`config.mk`:
```
export PLATFORM = sky130hd
export DESIGN_NAME = sync_shift_port
export DESIGN_NICKNAME = d
export VERILOG_FILES = /design/src/rtl/ssp_pkg.sv /design/src/rtl/ssp_seq.sv /design/src/rtl/ssp_datapath.sv /design/src/rtl/ssp_flags.sv /design/src/rtl/sync_shift_port.sv
export SDC_FILE = /design/constraint.sdc
export NUM_CORES = 1
export LEC_CHECK = 0
export ABC_AREA = 1
export BUFFER_PORTS_ARGS = -buffer_cell sky130_fd_sc_hd__buf_4
export CORE_MARGIN = 2
export CORE_UTILIZATION = 56
export CTS_BUF_LIST = sky130_fd_sc_hd__clkbuf_4 sky130_fd_sc_hd__clkbuf_8
export DETAILED_ROUTE_END_ITERATION = 10
export GPL_ROUTABILITY_DRIVEN = 0
export HOLD_SLACK_MARGIN = 0.06
export PLACE_DENSITY = 0.77
export SLEW_MARGIN = 20
export SYNTH_ARGS = -nofsm -noshare
export SYNTH_HDL_FRONTEND = slang
export SYNTH_SLANG_ARGS = --single-unit
```
`constraint.sdc`:
```
create_clock -name clk -period 2 [get_ports clk]
set_clock_uncertainty 0.05 [all_clocks]
set_input_delay 0.2 -clock clk [delete_from_list [all_inputs] [get_ports clk]]
set_output_delay 0.2 -clock clk [all_outputs]
set_load 0.01 [all_outputs]
```
`src/rtl/ssp_pkg.sv`:
```
package ssp_pkg;
    typedef enum logic [1:0] {
        MODE_IDLE = 2'd0,
        MODE_TX   = 2'd1,
        MODE_RX   = 2'd2
    } ssp_mode_e;
endpackage

```
`src/rtl/ssp_seq.sv`:
```
module ssp_seq
    import ssp_pkg::*;
#(
    parameter int SLOT_LEN = 12,
    parameter int FALL_PH  = 4,
    parameter int RISE_PH  = 10,
    parameter int NBITS    = 8
) (
    input  logic      clk,
    input  logic      rst_n,
    input  logic      start_tx,
    input  logic      start_rx,
    output ssp_mode_e mode,
    output logic      load_tx,
    output logic      tx_shift,
    output logic      rx_sample,
    output logic      tx_finish,
    output logic      rx_finish,
    output logic      sck
);
    localparam int PH_W  = $clog2(SLOT_LEN);
    localparam int BIT_W = (NBITS > 1) ? $clog2(NBITS) : 1;
    localparam logic [PH_W-1:0]  LAST_PH  = PH_W'(SLOT_LEN - 1);
    localparam logic [PH_W-1:0]  PRE_RISE = PH_W'(RISE_PH - 1);
    localparam logic [PH_W-1:0]  LOW_LO   = PH_W'(FALL_PH);
    localparam logic [PH_W-1:0]  LOW_HI   = PH_W'(RISE_PH);
    localparam logic [BIT_W-1:0] LAST_BIT = BIT_W'(NBITS - 1);

    typedef struct packed {
        ssp_mode_e        mode;
        logic [PH_W-1:0]  ph;
        logic [BIT_W-1:0] bitn;
        logic             sck;
    } seq_t;

    seq_t seq_d, seq_q;

    always_comb begin
        seq_d     = seq_q;
        load_tx   = 1'b0;
        tx_shift  = 1'b0;
        rx_sample = 1'b0;
        tx_finish = 1'b0;
        rx_finish = 1'b0;
        case (seq_q.mode)
            MODE_IDLE: begin
                seq_d.ph   = '0;
                seq_d.bitn = '0;
                if (start_tx) begin
                    seq_d.mode = MODE_TX;
                    load_tx    = 1'b1;
                end else if (start_rx) begin
                    seq_d.mode = MODE_RX;
                end
            end
            default: begin
                if (seq_q.ph == LAST_PH) begin
                    seq_d.ph = '0;
                    if (seq_q.bitn == LAST_BIT) begin
                        seq_d.mode = MODE_IDLE;
                        seq_d.bitn = '0;
                        tx_finish  = (seq_q.mode == MODE_TX);
                        rx_finish  = (seq_q.mode == MODE_RX);
                    end else begin
                        seq_d.bitn = seq_q.bitn + 1'b1;
                        tx_shift   = (seq_q.mode == MODE_TX);
                    end
                end else begin
                    seq_d.ph  = seq_q.ph + 1'b1;
                    rx_sample = (seq_q.mode == MODE_RX) && (seq_q.ph == PRE_RISE);
                end
            end
        endcase
        if (seq_d.mode == MODE_IDLE) begin
            seq_d.sck = 1'b1;
        end else begin
            seq_d.sck = !((seq_d.ph >= LOW_LO) && (seq_d.ph < LOW_HI));
        end
    end

    always_ff @(posedge clk) begin
        if (!rst_n) begin
            seq_q.mode <= MODE_IDLE;
            seq_q.ph   <= '0;
            seq_q.bitn <= '0;
            seq_q.sck  <= 1'b1;
        end else begin
            seq_q <= seq_d;
        end
    end

    assign mode = seq_q.mode;
    assign sck  = seq_q.sck;
endmodule

```
`src/rtl/ssp_datapath.sv`:
```
module ssp_datapath #(
    parameter int NBITS = 8
) (
    input  logic             clk,
    input  logic             rst_n,
    input  logic             load_tx,
    input  logic             tx_shift,
    input  logic             rx_sample,
    input  logic             rx_finish,
    input  logic             tx_active,
    input  logic [NBITS-1:0] wdata,
    input  logic             sdi,
    output logic             sdo,
    output logic [NBITS-1:0] rdata
);
    typedef struct packed {
        logic [NBITS-1:0] shreg;
        logic [NBITS-1:0] rbuf;
    } dp_t;

    dp_t dp_d, dp_q;

    always_comb begin
        dp_d = dp_q;
        if (load_tx) begin
            dp_d.shreg = wdata;
        end else if (tx_shift) begin
            dp_d.shreg = {1'b0, dp_q.shreg[NBITS-1:1]};
        end else if (rx_sample) begin
            dp_d.shreg = {sdi, dp_q.shreg[NBITS-1:1]};
        end
        if (rx_finish) begin
            dp_d.rbuf = dp_q.shreg;
        end
    end

    always_ff @(posedge clk) begin
        if (!rst_n) begin
            dp_q.shreg <= '0;
            dp_q.rbuf  <= '0;
        end else begin
            dp_q <= dp_d;
        end
    end

    assign sdo   = tx_active ? dp_q.shreg[0] : 1'b1;
    assign rdata = dp_q.rbuf;
endmodule

```
`src/rtl/ssp_flags.sv`:
```
module ssp_flags (
    input  logic clk,
    input  logic rst_n,
    input  logic tx_set,
    input  logic rx_set,
    input  logic tx_clr,
    input  logic rx_clr,
    output logic tx_flag,
    output logic rx_flag
);
    typedef struct packed {
        logic tx;
        logic rx;
    } flg_t;

    flg_t flg_d, flg_q;

    always_comb begin
        flg_d = flg_q;
        if (tx_clr) flg_d.tx = 1'b0;
        if (rx_clr) flg_d.rx = 1'b0;
        if (tx_set) flg_d.tx = 1'b1;
        if (rx_set) flg_d.rx = 1'b1;
    end

    always_ff @(posedge clk) begin
        if (!rst_n) begin
            flg_q <= '0;
        end else begin
            flg_q <= flg_d;
        end
    end

    assign tx_flag = flg_q.tx;
    assign rx_flag = flg_q.rx;
endmodule

```
`src/rtl/sync_shift_port.sv`:
```
module sync_shift_port
    import ssp_pkg::*;
#(
    parameter int DATA_W   = 8,
    parameter int SLOT_LEN = 12,
    parameter int FALL_PH  = 4,
    parameter int RISE_PH  = 10
) (
    input  logic              clk,
    input  logic              rst_n,
    input  logic              buf_wr,
    input  logic [DATA_W-1:0] buf_wdata,
    output logic [DATA_W-1:0] buf_rdata,
    input  logic              tx_flag_clr,
    input  logic              rx_flag_clr,
    output logic              tx_done,
    output logic              rx_done,
    output logic              sck,
    output logic              sdo,
    output logic              sdo_oe,
    input  logic              sdi
);
    ssp_mode_e mode;
    logic load_tx, tx_shift, rx_sample, tx_finish, rx_finish;

    ssp_seq #(
        .SLOT_LEN(SLOT_LEN),
        .FALL_PH (FALL_PH),
        .RISE_PH (RISE_PH),
        .NBITS   (DATA_W)
    ) u_seq (
        .clk      (clk),
        .rst_n    (rst_n),
        .start_tx (buf_wr),
        .start_rx (rx_flag_clr),
        .mode     (mode),
        .load_tx  (load_tx),
        .tx_shift (tx_shift),
        .rx_sample(rx_sample),
        .tx_finish(tx_finish),
        .rx_finish(rx_finish),
        .sck      (sck)
    );

    assign sdo_oe = (mode == MODE_TX);

    ssp_datapath #(.NBITS(DATA_W)) u_dp (
        .clk      (clk),
        .rst_n    (rst_n),
        .load_tx  (load_tx),
        .tx_shift (tx_shift),
        .rx_sample(rx_sample),
        .rx_finish(rx_finish),
        .tx_active(sdo_oe),
        .wdata    (buf_wdata),
        .sdi      (sdi),
        .sdo      (sdo),
        .rdata    (buf_rdata)
    );

    ssp_flags u_flags (
        .clk    (clk),
        .rst_n  (rst_n),
        .tx_set (tx_finish),
        .rx_set (rx_finish),
        .tx_clr (tx_flag_clr),
        .rx_clr (rx_flag_clr),
        .tx_flag(tx_done),
        .rx_flag(rx_done)
    );
endmodule

```
# Word level (Yosys, flattened, before mapping)

Index checks and enable logic that the tools add are counted.

Register bits: 28

Add/sub/neg operators: 2
Reductions and logical operators: 10
Equal/unequal tests: 5
Bitwise operators: 1
Muxes and demuxes: 29
Magnitude comparators: 2

Operator list:

| operator                                                                            | count |
|---|---|
| 8-bit 2-to-1 mux                                                                    | 3 |
| 1-bit 2-to-1 mux                                                                    | 18 |
| 9-bit 2-to-1 mux                                                                    | 1 |
| 4-bit equality test, second input constant                                          | 2 |
| 2-bit 2-to-1 mux                                                                    | 4 |
| 3-bit 2-to-1 mux                                                                    | 2 |
| 4-bit by 1-bit adder with 4-bit output, second input constant                       | 1 |
| 4-bit by 3-bit greater-or-equal comparator with 1-bit output, second input constant | 1 |
| 2-bit logical NOT                                                                   | 2 |
| 4-bit < comparator, second input constant                                           | 1 |
| 4-bit 2-to-1 mux                                                                    | 1 |
| 2-bit nonzero test                                                                  | 2 |
| 2-bit OR reduction                                                                  | 2 |
| 3-bit by 1-bit adder with 3-bit output, second input constant                       | 1 |
| 3-bit equality test, second input constant                                          | 1 |
| 3-bit nonzero test                                                                  | 1 |
| 2-bit by 1-bit equality test with 1-bit output, second input constant               | 1 |
| 2-bit equality test, second input constant                                          | 1 |
| 1-bit logical AND                                                                   | 2 |
| 1-bit logical NOT                                                                   | 1 |
| 1-bit inverter                                                                      | 1 |

# Logic depth before layout (Yosys ltp)

Word-level depth: 7
Mapped depth: 9
Gate-level depth less buffers: 9

# Hierarchy

Synthesis repeated with hierarchy kept, for this count alone.

Cell total of the unflattened synthesis: 206
Area, all modules: 1436.4 um^2

Modules (own cells, without submodules):

| module          | cells each | instances | area each (um^2) |
|---|---|---|---|
| ssp_datapath    | 114        | 1         | 810.8 |
| ssp_seq         | 79         | 1         | 539.3 |
| ssp_flags       | 11         | 1         | 76.3 |
| sync_shift_port | 2          | 1         | 10.0 |

# Worst setup path after synthesis

Ideal clock, no wire load.

Path kind: reg2reg
From: register u_seq.seq_q[4] (netlist name)
To: register u_dp.dp_q[15] (netlist name)
Data arrival time: 1.236 ns
Cell stages (with the launch flop): 8
Path buffers: 0
Path slack: 0.601 ns
Library setup time: 0.113 ns
Period minus slack after synthesis: 1.399 ns
Path through: dfxtp_1 > ha_1 > nor2_1 > nand3_2 > nand2_2 > nor2_4 > nor2_1 > nor2_1

Longest elaborated chain between the ends: 5
Elaborated cells between the ends (all ways): 10
Those cells by class: eq/ne: 2; mux: 6; reduce/logical: 2

Ends and longest elaborated chain:

| what                                                   | RTL line                          | RTL |
|---|---|---|
| start, declared                                        | ssp_seq.sv:36                     | `seq_t seq_d, seq_q;` |
| start signal, assigned                                 | ssp_seq.sv:88                     | `seq_q <= seq_d;` |
| 4-bit equality test (on tied branches)                 | ssp_seq.sv:57, ssp_seq.sv:70      |  |
| 1-bit 2-to-1 mux or 1-bit logical AND (tied branches)  | ssp_seq.sv:57, ssp_seq.sv:70      |  |
| 1-bit 2-to-1 mux (on tied branches)                    | ssp_seq.sv:45, ssp_seq.sv:57      |  |
| 8-bit 2-to-1 mux or 1-bit 2-to-1 mux (tied branches)   | ssp_datapath.sv:27, ssp_seq.sv:45 |  |
| 8-bit 2-to-1 mux or 3-bit nonzero test (tied branches) | --                                |  |
| end signal, assigned                                   | ssp_datapath.sv:42                | `dp_q <= dp_d;` |
| end, declared                                          | ssp_datapath.sv:21                | `dp_t dp_d, dp_q;` |

Parallel ways exist; a longest one is shown, timed or not.
A chain may end at the register's enable or synchronous reset.

# Worst setup path in the final report

From: register u_seq.seq_q[4] (netlist name)
To: register u_dp.dp_q (netlist bit u_dp.rdata[2])

Longest elaborated chain between the ends: 3

Ends and longest elaborated chain:

| what                | RTL line      | RTL |
|---|---|---|
| 4-bit equality test | ssp_seq.sv:57 | `if (seq_q.ph == LAST_PH) begin` |
| 1-bit 2-to-1 mux    | ssp_seq.sv:57 |  |
| 1-bit 2-to-1 mux    | ssp_seq.sv:45 | `case (seq_q.mode)` |

No other way between the ends.

==> results.md <==
- The cell with the most instances after synthesis is sky130_fd_sc_hd__nand2_1.
- The internal portion of the total power is ~0.00076 W.
- Summing internal, switching and leakage power gives 0.00104 W.
- For this configuration, the core starts out at a cell density of 0.576.
- Of the total power, the share spent switching nets is 0.272.
- The floorplan step defined a die boundary enclosing 2920 um2.
- The worst-case IR drop observed on VDD is between 0.3 and 0.4 mV.
- In this run the standard cell core region covers 2430 um2.
- Setup repair after global routing left no endpoint under its margin.
- The final-report setup violation count is 0.
- The part of the total power dissipated in the clock network is 0.267.
- The via count of the first global-routing pass is between 1000 and 1500.
- Buffers inserted to repair hold after CTS numbered 0.
- The vias after detailed routing is ~1200.
- Along the worst path, the maximum fanout reaches 17.
- The final count of hold timing violations is 0.
- The worst pin sits at a relative slew slack of 0.754.
- Averaged over all synthesized cells, the footprint is about 7.1 um2.
- The first detailed-routing pass ran for 4 iterations.
- The source of the worst hold timing path is buf_wdata[7].
- For the worst flop-to-flop path, the logic depth is 5.
- The achievable clock frequency is around 0.60 GHz.
- TritonCTS built the clock tree.
- The post-placement worst setup slack is 0.355 ns.
- In this run the critical register-to-register path is launched from u_seq.seq_q[4]$_SDFF_PN0_.
- Pin placement for this block handled 27 I/O pins.
- Once placement completed, the tool counted placed cells totaling 240.
- The share of the Yosys chip area taken by registers is 0.400.
- The HPWL after detailed placement is 2020 um.
- The site row count is 18.
- The first global-routing pass estimated 4210 um of wire.
- Synthesis produced 197 cells.
- The die width is around 54 um.
- Entering global routing, the biggest net connects 20 pins.
- The maximum root-to-sink buffer count is 2.
- The number of buffer cells added on primary ports is 26.
- In the routed design, unresolved DRC markers number 0.
- STA puts the critical path data required time at 2.23 ns.
- In this run the cell area of the synthesized design comes to 1400 um2.
- In this run the vertical extent of the chip is 54.0 um.
- The CTS root buffer is sky130_fd_sc_hd__clkbuf_4.
- For this run, the total global-route usage over all layers was measured as 0.199.
- The clock slew at the register clock pins of the worst setup and hold paths is 0.15 ns.
- The power density of the placed cells is 664 nW/um2.
- The flip-flop cell with the highest count after synthesis is sky130_fd_sc_hd__dfxtp_1.
- The net switching power is 0.000284 W.
- The leakage dissipation is 0.770 nW.
- Once detail routing completed, the nets flagged for antenna violations numbered 0.
- The share of post-route cells with drive strength above 1 is 0.201.
- The post-route worst hold slack is 0.122 ns.
- At the pin with the least slew margin, the transition time is 0.368 ns.
- CTS built an H-tree with a depth of 1.
- The area growth from synthesis to layout is 12.1%.
- The setup TNS is 0 ns.
- The final worst-path cycle share is 0.828.
- For the worst setup path, the data arrival time is 1.88 ns.
- After synthesis, the netlist uses 23 different library cells.
- For this run, the number of standard cells in the final layout without fillers is 244.
- The first routing iteration left 25 violations.
- The flow ran to the end, and the final reports show no timing, DRC or antenna violations.
- The reported max-cap violation count is 0.
- The final layout net count is 233.
- The TritonCTS buffer count is 3.
- After synthesis, the cell types taking the most area are sky130_fd_sc_hd__dfxtp_1 40%, sky130_fd_sc_hd__nand2_1 11%, sky130_fd_sc_hd__nor2_1 8.3%, sky130_fd_sc_hd__inv_1 5.9%, sky130_fd_sc_hd__o21ai_0 5.0%.
- The worst hold path belongs to the class in -> reg.
- The average routed wire per standard cell is about 11 um.
- The worst path meets setup with around 0.34 ns of slack.
- For the worst-skew pair, the clock arrives at the later sink with an insertion delay of roughly 0.33 ns.
- Once the clock tree was built, the resizer swapped 0 gates to a different size.
- The kind of end point of the critical path is a flop.
- The shortest period the worst path allows is ~1.7 ns.
- The initial antenna violation count is 0.
- 0 antenna diodes ended up in the layout.
- The critical path startpoint category is a flop.
- The cell type with the largest total area after synthesis is sky130_fd_sc_hd__dfxtp_1.
- The worst hold path passes through 5 cells.
- The share of total power dissipated in sequential elements is 0.569.
- Wires add up to 2660 um.
- The total count of max-transition violations in the final report is 0.
- Of the post-synthesis cell area, the dominant cell type holds 0.400.
- The total grt overflow is 0.
- The category of the most critical setup path is reg -> reg.
- The number of synthesized flops with an enable pin is 0.
- The detail-routed via count per cell is 5.00.
- The source of the critical timing path is u_seq.seq_q[4]$_SDFF_PN0_.
- The synthesized netlist net count is between 200 and 250.
- The tree built by TritonCTS fans out to 28 sinks.
- By count the netlist is led by 42 x sky130_fd_sc_hd__nand2_1, 31 x sky130_fd_sc_hd__nor2_1, 28 x sky130_fd_sc_hd__dfxtp_1.
- For this run, asynchronously set or reset flops after synthesis account for 0.
- The synthesized design contains 28 register bits.
- The combinational group share of total power is 0.164.
- The number of buffers inserted by post-CTS setup repair is 0.
- The number of warnings printed during yosys synthesis is 0.
## per-stage QoR
step                utilization  instance area (um2)
CTS                       0.646                 1570
finish                    0.646                 1570
detailed placement        0.631                 1540
global route              0.646                 1570
floorplan                     -                 1400
global placement          0.631                 1540
## flip-flops by register name, summed over array words and instances (netlist names)
| signal | flops |
|---|---|
| u_seq.mode | 2 |
| u_seq.sck | 1 |
| u_dp.rdata | 8 |
| u_seq.seq_q | 7 |
| u_flags.tx_flag | 1 |
| u_flags.rx_flag | 1 |
| u_dp.dp_q | 8 |
## power by group through the flow
| stage | clock (W) | combinational, W | sequential, W |
|---|---|---|---|
| global route | 0.000305 | 0.000196 | 0.000596 |
| floorplan | 0 | 0.000128 | 0.000603 |
| global placement | 0 | 0.000167 | 0.000604 |
| finish | 0.000279 | 0.000171 | 0.000594 |
| detailed placement | 0 | 0.000170 | 0.000606 |
| CTS | 0.000282 | 0.000171 | 0.000594 |
## cells by family after synthesis
kind of cell,synth area share
buffers and inverters,0.135
DFF,0.400
and+or+nand+nor,0.316
AOI/OAI and AO/OA,0.113
adders and majority gates,0.0357
## critical path: stages (launching register included)
cell	delay, ns
sky130_fd_sc_hd__dfxtp_1	0.43
sky130_fd_sc_hd__ha_1	0.25
sky130_fd_sc_hd__nand3_2	0.22
sky130_fd_sc_hd__nor2_4	0.38
sky130_fd_sc_hd__o21ai_0	0.14
sky130_fd_sc_hd__a21oi_1	0.13
## worst paths after layout
| path | to | slack [ns] |
|---|---|---|
| setup reg to reg | u_dp.rdata[2]$_SDFFE_PN0P_ | 0.34 |
| hold reg to reg | u_dp.rdata[5]$_SDFFE_PN0P_ | 0.44 |
| setup / recovery | u_dp.rdata[2]$_SDFFE_PN0P_ | 0.34 |
| hold / removal | u_dp.dp_q[15]$_SDFFE_PN0P_ | 0.12 |
## layout make-up
type	count	area, um2
inverter	24	90.1
multi-input combinational	132	652
timing repair buffer	26	195
sequential	28	561
fill	220	861
clock buffer	4	36.3
tap	30	37.5
## per-layer routing
layer | share of wire | track usage
met5 | 0 | 0
met4 | 0.0083 | 0.0958
met3 | 0.051 | 0.0278
met2 | 0.47 | 0.331
met1 | 0.47 | 0.252
## cell usage in the layout, fill, tap and decap left out
cell type	count
sky130_fd_sc_hd__dfxtp_1	28
sky130_fd_sc_hd__a21oi_1	12
sky130_fd_sc_hd__nor2_4	2
sky130_fd_sc_hd__nand2_1	42
sky130_fd_sc_hd__inv_2	2
sky130_fd_sc_hd__o21ai_0	14
sky130_fd_sc_hd__nand2_2	3
sky130_fd_sc_hd__o21ai_1	1
sky130_fd_sc_hd__nand3_1	2
sky130_fd_sc_hd__ha_1	4
sky130_fd_sc_hd__nand4_1	11
sky130_fd_sc_hd__nor2_1	31
sky130_fd_sc_hd__inv_1	22
sky130_fd_sc_hd__clkbuf_8	1
sky130_fd_sc_hd__nor3_1	2
sky130_fd_sc_hd__a21boi_0	1
sky130_fd_sc_hd__a21oi_2	1
sky130_fd_sc_hd__buf_4	26
sky130_fd_sc_hd__nor2_2	3
sky130_fd_sc_hd__o21bai_1	1
sky130_fd_sc_hd__clkbuf_4	3
sky130_fd_sc_hd__nand3_2	2
Power figures use the tool's default switching activity.
